--- config.mk ---
export PLATFORM = sky130hd
export DESIGN_NAME = serial_rx_sampler
export DESIGN_NICKNAME = d
export VERILOG_FILES = /design/src/rtl/srx_pkg.sv /design/src/rtl/srx_sync.sv /design/src/rtl/srx_bit_engine.sv /design/src/rtl/srx_line_watch.sv /design/src/rtl/serial_rx_sampler.sv
export SDC_FILE = /design/constraint.sdc
export NUM_CORES = 1
export LEC_CHECK = 0
export BUFFER_PORTS_ARGS = -buffer_cell sky130_fd_sc_hd__buf_2
export CAP_MARGIN = 0
export CORE_ASPECT_RATIO = 1.5
export CORE_MARGIN = 2
export CORE_UTILIZATION = 45
export DETAILED_ROUTE_END_ITERATION = 6
export PLACE_DENSITY = 0.63
export SYNTH_ARGS = -nofsm -noshare
export SYNTH_HDL_FRONTEND = slang
export SYNTH_SLANG_ARGS = --single-unit
export TNS_END_PERCENT = 30
--- constraint.sdc ---
create_clock -name clk -period 2.3 [get_ports clk]
set_input_delay 0.23 -clock clk [delete_from_list [all_inputs] [get_ports clk]]
set_output_delay 0.23 -clock clk [all_outputs]
set_load 0.02 [all_outputs]
--- src/rtl/srx_pkg.sv ---
package srx_pkg;
  typedef enum logic [2:0] {S_IDLE, S_START, S_DATA, S_PAR, S_STOP} rx_state_t;

  function automatic logic [3:0] data_len(input logic [1:0] code);
    return 4'd5 + {2'b00, code};
  endfunction
endpackage

--- src/rtl/srx_sync.sv ---
module srx_sync #(
  parameter int STAGES = 2
) (
  input  logic clk,
  input  logic rst_n,
  input  logic d_async,
  output logic q_sync
);
  logic [STAGES-1:0] chain_q;

  always_ff @(posedge clk or negedge rst_n) begin
    if (!rst_n) chain_q <= '1;
    else        chain_q <= {chain_q[STAGES-2:0], d_async};
  end

  assign q_sync = chain_q[STAGES-1];
endmodule

--- src/rtl/srx_bit_engine.sv ---
module srx_bit_engine import srx_pkg::*; #(
  parameter int OSR      = 16,
  parameter int MAX_BITS = 8
) (
  input  logic                clk,
  input  logic                rst_n,
  input  logic                tick,
  input  logic                rx_s,
  input  logic [1:0]          cfg_len,
  input  logic                cfg_par_en,
  input  logic                cfg_par_odd,
  input  logic                cfg_two_stop,
  output logic                done,
  output logic [MAX_BITS-1:0] done_data,
  output logic                done_ferr,
  output logic                done_perr,
  output logic                done_noise
);
  localparam int PW = $clog2(OSR);
  localparam logic [PW-1:0] PH_LO  = PW'(OSR/2 - 1);
  localparam logic [PW-1:0] PH_MID = PW'(OSR/2);
  localparam logic [PW-1:0] PH_HI  = PW'(OSR/2 + 1);
  localparam logic [PW-1:0] PH_END = PW'(OSR - 1);

  rx_state_t st_q, st_n;
  logic [PW-1:0] ph_q, ph_n;
  logic [3:0] bit_q, bit_n;
  logic [MAX_BITS-1:0] sh_q, sh_n;
  logic par_q, par_n, perr_q, perr_n, ferr_q, ferr_n, noise_q, noise_n;
  logic sa_q, sa_n, sb_q, sb_n, armed_q, armed_n, done_q, done_n;
  logic [3:0] nbits, nstop;
  logic vote, split;

  assign nbits = data_len(cfg_len);
  assign nstop = cfg_two_stop ? 4'd2 : 4'd1;
  assign vote  = (sa_q & sb_q) | (sa_q & rx_s) | (sb_q & rx_s);
  assign split = !((sa_q == sb_q) && (sb_q == rx_s));

  always_comb begin
    st_n = st_q; ph_n = ph_q; bit_n = bit_q; sh_n = sh_q;
    par_n = par_q; perr_n = perr_q; ferr_n = ferr_q; noise_n = noise_q;
    sa_n = sa_q; sb_n = sb_q; armed_n = armed_q; done_n = 1'b0;
    if (tick) begin
      ph_n = (ph_q == PH_END) ? '0 : ph_q + 1'b1;
      if (ph_q == PH_LO)  sa_n = rx_s;
      if (ph_q == PH_MID) sb_n = rx_s;
      case (st_q)
        S_IDLE: begin
          ph_n = '0;
          if (rx_s) armed_n = 1'b1;
          else if (armed_q) begin
            st_n = S_START; armed_n = 1'b0; ph_n = PW'(1);
          end
        end
        S_START: begin
          if (ph_q == PH_MID && rx_s) begin
            st_n = S_IDLE; ph_n = '0; armed_n = 1'b1;
          end else if (ph_q == PH_END) begin
            st_n = S_DATA; bit_n = '0; sh_n = '0; par_n = 1'b0;
            perr_n = 1'b0; ferr_n = 1'b0; noise_n = 1'b0;
          end
        end
        S_DATA: begin
          if (ph_q == PH_HI) begin
            sh_n = {vote, sh_q[MAX_BITS-1:1]};
            par_n = par_q ^ vote;
            noise_n = noise_q | split;
          end
          if (ph_q == PH_END) begin
            if (bit_q == nbits - 4'd1) begin
              bit_n = '0; st_n = cfg_par_en ? S_PAR : S_STOP;
            end else bit_n = bit_q + 4'd1;
          end
        end
        S_PAR: begin
          if (ph_q == PH_HI) begin
            perr_n = vote ^ par_q ^ cfg_par_odd;
            noise_n = noise_q | split;
          end
          if (ph_q == PH_END) begin
            st_n = S_STOP; bit_n = '0;
          end
        end
        S_STOP: begin
          if (ph_q == PH_HI) begin
            ferr_n = ferr_q | !vote;
            noise_n = noise_q | split;
            if (bit_q == nstop - 4'd1) begin
              done_n = 1'b1; st_n = S_IDLE; ph_n = '0;
            end
          end
          if (ph_q == PH_END) bit_n = bit_q + 4'd1;
        end
        default: st_n = S_IDLE;
      endcase
    end
  end

  always_ff @(posedge clk or negedge rst_n) begin
    if (!rst_n) begin
      st_q <= S_IDLE; ph_q <= '0; bit_q <= '0; sh_q <= '0;
      par_q <= 1'b0; perr_q <= 1'b0; ferr_q <= 1'b0; noise_q <= 1'b0;
      sa_q <= 1'b1; sb_q <= 1'b1; armed_q <= 1'b0; done_q <= 1'b0;
    end else begin
      st_q <= st_n; ph_q <= ph_n; bit_q <= bit_n; sh_q <= sh_n;
      par_q <= par_n; perr_q <= perr_n; ferr_q <= ferr_n; noise_q <= noise_n;
      sa_q <= sa_n; sb_q <= sb_n; armed_q <= armed_n; done_q <= done_n;
    end
  end

  assign done       = done_q;
  assign done_data  = sh_q >> (4'(MAX_BITS) - nbits);
  assign done_ferr  = ferr_q;
  assign done_perr  = perr_q;
  assign done_noise = noise_q;

  // a start bit that is high again at mid-bit returns the engine to idle
  assert_glitch_drop_R2: assert property (@(posedge clk) disable iff (!rst_n)
    (tick && st_q == S_START && ph_q == PH_MID && rx_s) |=> (st_q == S_IDLE));
  // a character completes only on a sample tick
  assert_done_on_tick_R3: assert property (@(posedge clk) disable iff (!rst_n)
    done_q |-> $past(tick));
endmodule

--- src/rtl/srx_line_watch.sv ---
module srx_line_watch #(
  parameter int CW = 8
) (
  input  logic          clk,
  input  logic          rst_n,
  input  logic          tick,
  input  logic          rx_s,
  input  logic          done,
  input  logic [CW-1:0] frame_ticks,
  input  logic          flag_clear,
  output logic          brk_det,
  output logic          idle_det
);
  logic [CW-1:0] low_q, low_n, hi_q, hi_n;
  logic brk_q, brk_n, arm_q, arm_n, idle_q, idle_n;

  always_comb begin
    low_n = low_q; hi_n = hi_q; arm_n = arm_q;
    brk_n  = brk_q  & !flag_clear;
    idle_n = idle_q & !flag_clear;
    if (tick) begin
      if (!rx_s) begin
        hi_n = '0;
        if (low_q == frame_ticks) brk_n = 1'b1;
        else low_n = low_q + 1'b1;
      end else begin
        low_n = '0;
        if (arm_q) begin
          if (hi_q == frame_ticks - 1'b1) begin
            idle_n = 1'b1; arm_n = 1'b0;
          end else hi_n = hi_q + 1'b1;
        end
      end
    end
    if (done) begin
      arm_n = 1'b1; hi_n = '0;
    end
  end

  always_ff @(posedge clk or negedge rst_n) begin
    if (!rst_n) begin
      low_q <= '0; hi_q <= '0; brk_q <= 1'b0; arm_q <= 1'b0; idle_q <= 1'b0;
    end else begin
      low_q <= low_n; hi_q <= hi_n; brk_q <= brk_n; arm_q <= arm_n; idle_q <= idle_n;
    end
  end

  assign brk_det  = brk_q;
  assign idle_det = idle_q;

  // break can only be raised after a low sample
  assert_break_on_low_R8: assert property (@(posedge clk) disable iff (!rst_n)
    $rose(brk_q) |-> !$past(rx_s));
  // idle can only be raised after a high sample and consumes the arm
  assert_idle_on_high_R9: assert property (@(posedge clk) disable iff (!rst_n)
    $rose(idle_q) |-> ($past(rx_s) && !arm_q));
endmodule

--- src/rtl/serial_rx_sampler.sv ---
module serial_rx_sampler import srx_pkg::*; #(
  parameter int OSR      = 16,
  parameter int MAX_BITS = 8
) (
  input  logic                clk,
  input  logic                rst_n,
  input  logic                os_tick,
  input  logic                rx_in,
  input  logic [1:0]          cfg_len,
  input  logic                cfg_par_en,
  input  logic                cfg_par_odd,
  input  logic                cfg_two_stop,
  input  logic                rd_ack,
  input  logic                flag_clear,
  output logic [MAX_BITS-1:0] rd_data,
  output logic                rd_valid,
  output logic                err_frame,
  output logic                err_parity,
  output logic                err_noise,
  output logic                err_overrun,
  output logic                brk_det,
  output logic                idle_det
);
  localparam int CW = $clog2(OSR * (MAX_BITS + 4) + 1);

  logic rx_s, eng_done, eng_ferr, eng_perr, eng_noise;
  logic [MAX_BITS-1:0] eng_data;
  logic [CW-1:0] frame_ticks;

  assign frame_ticks = CW'(OSR) * (CW'(2) + CW'(data_len(cfg_len))
                       + CW'(cfg_par_en) + CW'(cfg_two_stop));

  srx_sync #(.STAGES(2)) u_sync (
    .clk(clk), .rst_n(rst_n), .d_async(rx_in), .q_sync(rx_s));

  srx_bit_engine #(.OSR(OSR), .MAX_BITS(MAX_BITS)) u_engine (
    .clk(clk), .rst_n(rst_n), .tick(os_tick), .rx_s(rx_s),
    .cfg_len(cfg_len), .cfg_par_en(cfg_par_en), .cfg_par_odd(cfg_par_odd),
    .cfg_two_stop(cfg_two_stop), .done(eng_done), .done_data(eng_data),
    .done_ferr(eng_ferr), .done_perr(eng_perr), .done_noise(eng_noise));

  srx_line_watch #(.CW(CW)) u_watch (
    .clk(clk), .rst_n(rst_n), .tick(os_tick), .rx_s(rx_s), .done(eng_done),
    .frame_ticks(frame_ticks), .flag_clear(flag_clear),
    .brk_det(brk_det), .idle_det(idle_det));

  logic [MAX_BITS-1:0] data_q, data_n;
  logic val_q, val_n, fe_q, fe_n, pe_q, pe_n, ne_q, ne_n, ov_q, ov_n;
  logic wipe, lose;

  assign wipe = rd_ack | flag_clear;
  assign lose = eng_done & val_q & !rd_ack;

  always_comb begin
    data_n = data_q;
    val_n  = val_q & !rd_ack;
    fe_n = fe_q & !wipe;
    pe_n = pe_q & !wipe;
    ne_n = ne_q & !wipe;
    ov_n = ov_q & !wipe;
    if (lose) ov_n = 1'b1;
    else if (eng_done) begin
      data_n = eng_data;
      val_n  = 1'b1;
      fe_n = fe_n | eng_ferr;
      pe_n = pe_n | eng_perr;
      ne_n = ne_n | eng_noise;
    end
  end

  always_ff @(posedge clk or negedge rst_n) begin
    if (!rst_n) begin
      data_q <= '0; val_q <= 1'b0; fe_q <= 1'b0; pe_q <= 1'b0; ne_q <= 1'b0; ov_q <= 1'b0;
    end else begin
      data_q <= data_n; val_q <= val_n; fe_q <= fe_n; pe_q <= pe_n; ne_q <= ne_n; ov_q <= ov_n;
    end
  end

  assign rd_data     = data_q;
  assign rd_valid    = val_q;
  assign err_frame   = fe_q;
  assign err_parity  = pe_q;
  assign err_noise   = ne_q;
  assign err_overrun = ov_q;

  // a character arriving on an unread register is dropped and flagged
  assert_overrun_keeps_R7: assert property (@(posedge clk) disable iff (!rst_n)
    (eng_done && val_q && !rd_ack) |=> (ov_q && $stable(data_q)));
  // a read strobe without a new character empties the register
  assert_ack_clears_R10: assert property (@(posedge clk) disable iff (!rst_n)
    (rd_ack && !eng_done) |=> !val_q);
  // an accepted character always makes the register valid
  assert_load_valid_R3: assert property (@(posedge clk) disable iff (!rst_n)
    (eng_done && !(val_q && !rd_ack)) |=> val_q);
endmodule

==> flow_metrics.py, run 1 <==
metrics = {
    "run_status": {
        "status": "finished with violations",
        "violations": "negative setup slack",
    },
    "sta": {
        "post-route-period-util_pct": 103,
        "slew_viol_final": 0,
        "finalSetupViolations": 3,
        "fmax_mhz": 422,
        "setup_slack_ns": -0.0712,
        "whs_ns": 0.0439,
        "hold_viol": 0,
        "worst-slew-pin-transition_ns": 0.762,
        "relSlewSlack_pct": 49.2,
        "fin_skew_ns": 0.00643,
        "period_needed_ns": 2.37,
        "rsz0062_at_grt": "yes",
    },
    "setup_path": {
        "setup.worst_path.end": "u_watch.hi_q[4]$_DFFE_PN0P_",
        "startpoint": "cfg_two_stop",
        "path_cells": "buf_8 -> inv_4 -> fa_2 -> ha_4 -> buf_6 -> a31oi_4 -> xor3_2 -> a21o_4 -> or4_1 -> a31oi_1",
        "rrSetupSlack_ns": 0.16,
        "r2r-end": "u_watch.low_q[2]$_DFFE_PN0P_",
        "end_kind": "register",
        "cp.arrival_ns": 2.62,
        "critPathKind": "in -> reg",
        "r2r-start": "u_watch.low_q[1]$_DFFE_PN0P_",
        "cp_top_family": "adder cells",
        "worst_path_largest_cell_delay_ns": 0.49,
        "rr_worst_depth": 8,
        "critPathBufInv": 3,
        "startpoint_type": "primary input",
        "critPathMaxFanout": 4,
        "crit_required_ns": 2.55,
        "worstSetupPathDepth": 10,
        "critPathSlowestCell": "or4_1",
    },
    "drt": {
        "wl_per_cell_um": 15.0,
        "drc": 0,
        "avgViaCountPerCell": 5.44,
        "drt_wl_total_um": 8040,
        "vias": 2913,
        "ant_nets": 0,
        "drt_iter0_drc": 116,
        "first_pass_iters": 5,
    },
    "yosys": {
        "synth_cell_type_count": 54,
        "synth_edf_count": 0,
        "yosys_warnings": 0,
        "synth_top_cell_area_share_pct": 40.6,
        "postSynthCellCount": 373,
        "yosys-top-cells-area": "dfrtp_1 (41%), nand2_1 (6.5%), ha_1 (5.0%), o21ai_0 (3.3%), mux4_2 (3.2%)",
        "avgSynthCellArea_um2": 9.41,
        "postSynthNetCount": 399,
        "ys.flop_type": "dfrtp_1",
        "synth_largest_area_cell": "dfrtp_1",
        "seq_area_frac_synth_pct": 43.6,
        "ys_async_sr_fraction_pct": 100,
        "netlist_area_um2": 3510,
        "ys_ff_latch": 61,
    },
    "die": {
        "die_h_um": 112,
        "die_w_um": 76.1,
        "rows": 39,
        "core_um2": 7610,
        "io_pins": 26,
        "initial_utilization_pct": 46.1,
        "dieArea_um2": 8540,
    },
    "power": {
        "finalPower_uw": 3870,
        "peakVddDrop_v": 0.000580,
        "power_density_nw_per_um2": 874,
        "p_leak_uw": 0.00206,
    },
    "layout": {
        "synthToLayoutAreaGrowth_pct": 26.2,
        "layout_common_cells": "nand2_1 (61), dfrtp_1 (57), buf_4 (31)",
        "drive_above_1_share_pct": 24.5,
        "fin_nets": 454,
        "layout_commonest_cell": "nand2_1",
        "antenna_cells": 0,
    },
    "global_routing": {
        "antenna_found_initial": 0,
        "grt.overflow.total": 0,
        "grt_max_degree": 62,
        "grt_pass1_wl_um": 13100,
        "grtUsageTotal_pct": 19.6,
        "first_global_vias": 2710,
    },
    "clock_network": {
        "cts_buffers": 9,
        "cts-htree-levels": 3,
        "numClockSinks": 61,
        "ctsLongestPathBuffers": 2,
        "clockRootBuffer": "clkbuf_16",
        "cts_tree": "yes",
        "clkLatencyLatePin_ns": 0.34,
        "clkTransAtPathRegs_ns": 0.05,
    },
    "placed_design": {
        "dpl.hpwl_um": 5680,
        "io_buffers": 25,
        "post-place-ws_ns": -0.468,
        "gp_congestion": 0.851,
    },
    "hold_path": {
        "hp-class": "in -> async",
    },
    "flow_run": {
        "cap_violations": 0,
    },
}
power breakdown:
group / internal (uW) / total, uW / switching (uW)
Combinational: 470 / 1010 / 539
Sequential: 1220 / 1420 / 205
Clock: 975 / 1440 / 465
metrics by stage:
stage               util, %  cells  setup TNS (ns)  instance area, um^2
floorplan                 -    373           -1.41                 3600
finish                 58.2    535         -0.0863                 4430
detailed placement     52.2    513           -3.86                 3970
CTS                    56.7    530               0                 4320
global route           58.2    535          -0.477                 4430
global placement       52.2    513           -3.09                 3970
cell type report:
cell class | count | area (um^2)
Fill cell | 660 | 3180
Clock buffer | 12 | 246
Inverter | 18 | 77.6
Clock inverter | 4 | 72.6
Tap cell | 102 | 128
Sequential cell | 61 | 1530
Multi-Input combinational cell | 279 | 1960
Timing Repair Buffer | 59 | 415
timing repair:
item,in CTS,in global routing
hold buffers,1,0
endpoints found under the setup margin,4,7
gates resized for setup,4,16
endpoints found under the hold margin,1,0
setup buffers,0,6
pin swaps,2,11
flip-flops by register name, indices dropped and copies added, names as in the netlist, 2 cells and up:
| name | cells |
|---|---|
| u_watch.low_q | 8 |
| u_engine.ph_q | 4 |
| u_engine.st_q | 3 |
| u_engine.bit_q | 4 |
| rd_data | 8 |
| u_sync.chain_q | 2 |
| u_engine.sh_q | 8 |
| u_watch.hi_q | 8 |
worst min path at each step:
| stage | cells after the start | endpoint | slack (ns) | start |
|---|---|---|---|---|
| floorplan | 0 | err_frame$_DFF_PN0_ | -0.07 | rst_n |
| global placement | 1 | u_sync.chain_q[0]$_DFF_PN1_ | 0.34 | rx_in |
| detailed placement | 1 | u_sync.chain_q[0]$_DFF_PN1_ | 0.34 | rx_in |
| CTS | 2 | err_overrun$_DFF_PN0_ | 0.06 | rd_ack |
| global route | 2 | err_overrun$_DFF_PN0_ | 0.07 | rd_ack |
| finish | 2 | u_engine.bit_q[0]$_DFFE_PN0P_ | 0.04 | rst_n |
cells by family after synthesis:
kind of cell	synth area share (%)
XOR/XNOR	6.35
AO/OA/AOI/OAI	15.7
flip-flops	43.6
adder cells (fa/ha/maj)	5.56
multiplexers	4.71
buffers and inverters	3.99
AND/OR/NAND/NOR	20.0
Yosys cell counts, types with 3 or more instances:
master    number
ha_1          14
a21o_1         9
mux4_2         5
nand3_1       18
dfrtp_1       57
xor2_1         8
and3_1         5
mux2i_1        3
nor2_1        28
a22o_1         4
or2_2          3
xnor2_1       12
a211oi_1       6
dfstp_2        4
a21oi_1       11
o21ai_0       23
a31oi_1        8
nand4_1        7
clkbuf_1      12
inv_1         17
or3_1          6
o22ai_1        3
nor2b_1        3
o41ai_1        3
nor3_1         4
nand2_1       61
nand2b_1       5
routing by layer:
metal | GRT usage [%] | up-vias | wire length (um) | part of all wire, %
met3 | 3.14 | 9 | 227 | 2.8
li1 | - | 1433 | - | -
met1 | 23.1 | 1415 | 3360 | 42
met4 | 9.45 | 0 | 161 | 2.0
met2 | 34.9 | 56 | 4300 | 53
met5 | 0 | - | 0 | 0
No activity file was read; power rests on OpenSTA's default activity.
==> run 2: changes to the inputs <==
CORE_MARGIN = not set   (was 2)
SETUP_SLACK_MARGIN = 0.3   (was not set)
==> flow_metrics.py, run 2 (synthesized netlist as in run 1, its figures left out) <==
metrics = {
    "clock_network": {
        "clkTransAtPathRegs_ns": 0.05,
        "cts_buffers": 9,
        "clkLatencyLatePin_ns": 0.33,
        "numClockSinks": 61,
        "clockRootBuffer": "clkbuf_16",
        "cts_tree": "yes",
        "cts-htree-levels": 3,
        "ctsLongestPathBuffers": 2,
    },
    "setup_path": {
        "critPathMaxFanout": 4,
        "critPathBufInv": 2,
        "r2r-start": "u_watch.low_q[1]$_DFFE_PN0P_",
        "setup.worst_path.end": "u_watch.hi_q[4]$_DFFE_PN0P_",
        "worstSetupPathDepth": 11,
        "critPathKind": "in -> reg",
        "path_cells": "buf_8 -> fa_2 -> ha_4 -> ha_4 -> xnor2_4 -> xnor2_2 -> nor4_2 -> buf_4 -> a21o_4 -> or4_4 -> a31oi_1",
        "rrSetupSlack_ns": 0.25,
        "cp.arrival_ns": 2.52,
        "startpoint_type": "primary input",
        "worst_path_largest_cell_delay_ns": 0.42,
        "crit_required_ns": 2.55,
        "r2r-end": "u_watch.low_q[7]$_DFFE_PN0P_",
        "rr_worst_depth": 8,
        "cp_top_family": "adder cells",
        "critPathSlowestCell": "or4_4",
        "end_kind": "register",
        "cpMostUsedCell": "ha_4",
        "startpoint": "cfg_len[0]",
    },
    "drt": {
        "drc": 2,
        "drt_iter0_drc": 124,
        "first_pass_iters": 6,
        "avgViaCountPerCell": 5.48,
        "ant_nets": 0,
        "vias": 2939,
        "drt_wl_total_um": 8460,
        "wl_per_cell_um": 15.8,
    },
    "sta": {
        "fmax_mhz": 441,
        "fin_skew_ns": 0.00521,
        "setup_tns_ns": 0,
        "post-route-period-util_pct": 98.7,
        "whs_ns": 0.0809,
        "hold_viol": 0,
        "slew_viol_final": 0,
        "setup_slack_ns": 0.0299,
        "worst-slew-pin-transition_ns": 0.889,
        "finalSetupViolations": 0,
        "relSlewSlack_pct": 40.1,
        "rsz0062_at_grt": "yes",
        "period_needed_ns": 2.27,
    },
    "placed_design": {
        "post-place-ws_ns": -0.450,
        "dpl.hpwl_um": 5880,
        "dp_cells": 510,
        "io_buffers": 25,
        "gp_congestion": 0.868,
    },
    "layout": {
        "drive_above_1_share_pct": 29.5,
        "layout_common_cells": "nand2_1 (61), dfrtp_1 (55), nor2_1 (27)",
        "fin_nets": 455,
        "regArea_um2": 1530,
        "multi_input_area_um2": 2090,
        "fillerInstances": 637,
        "final_cell_count_no_fill": 536,
        "antenna_cells": 0,
        "layout_commonest_cell": "nand2_1",
        "synthToLayoutAreaGrowth_pct": 31.8,
    },
    "hold_path": {
        "hp-class": "in -> reg",
    },
    "global_routing": {
        "grt_max_degree": 39,
        "first_global_vias": 2909,
        "grt_pass1_wl_um": 13700,
        "antenna_found_initial": 0,
        "grt.overflow.total": 0,
        "grtUsageTotal_pct": 22.7,
    },
    "die": {
        "rows": 39,
        "core_um2": 7560,
        "dieArea_um2": 8160,
        "initial_utilization_pct": 46.4,
        "io_pins": 26,
        "die_h_um": 110,
        "die_w_um": 74.1,
    },
    "run_status": {
        "violations": "design-rule violations",
        "status": "finished with violations",
    },
    "flow_run": {
        "cap_violations": 0,
    },
    "power": {
        "peakVddDrop_v": 0.000421,
        "p_leak_uw": 0.00212,
        "power_density_nw_per_um2": 880,
    },
}
[run 2: changes by cell type in the layout (fill, tap and decap cells not counted), moves of 3 or more]
cell	delta
buf_4	-7
buf_6	+6
xnor2_1	-3
xnor2_2	+3
[run 2: metrics by stage]
step	utilization, %	power [uW]	instance area, um^2
final	61.2	4070	4630
after global routing	61.2	4310	4630
after CTS	58.9	4000	4450
after detailed placement	52.4	2390	3960
after global placement	52.4	2360	3960
after floorplan	-	2100	3600
[run 2: final cells by class]
| cell class | count | area share [%] |
|---|---|---|
| repair buffers | 60 | 9.95 |
| flip-flops and latches | 61 | 33.2 |
| clock inverters | 4 | 2.06 |
| clock buffers | 12 | 5.33 |
| multi-input cells | 279 | 45.1 |
| inverters | 18 | 1.62 |
| well taps | 102 | 2.76 |
[run 2: power by group]
part	total (uW)	switching, uW	leakage (uW)	internal, uW
Combinational	1080	579	0.00114	505
Clock	1560	474	0.000167	1090
Sequential	1430	203	0.000808	1220
[run 2: worst min path at each step]
stage | start | slack, ns | cells past startpoint | end
2_1_floorplan | rst_n | -0.07 | 0 | err_frame$_DFF_PN0_
3_3_place_gp | rst_n | 0.26 | 1 | u_engine.bit_q[2]$_DFFE_PN0P_
3_5_place_dp | rst_n | 0.27 | 1 | u_engine.bit_q[0]$_DFFE_PN0P_
4_1_cts | rd_ack | 0.07 | 2 | err_overrun$_DFF_PN0_
5_1_grt | rd_ack | 0.09 | 2 | err_overrun$_DFF_PN0_
6_report | rd_ack | 0.08 | 2 | err_overrun$_DFF_PN0_
[run 2: repair_timing]
item	in CTS	in global routing
buffers inserted	4	4
setup endpoints to repair	19	26
hold buffers	2	0
resized for setup	20	33
pin swaps	10	24
hold endpoints to repair	20	0
[run 2: metal layers]
layer | share of wire (%) | vias to the layer above | global-route usage (%)
met1 | 42 | 1443 | 25.8
met3 | 2.3 | 17 | 3.82
met2 | 53 | 50 | 39.9
li1 | - | 1429 | -
met4 | 2.9 | 0 | 11.8
met5 | 0 | - | 0
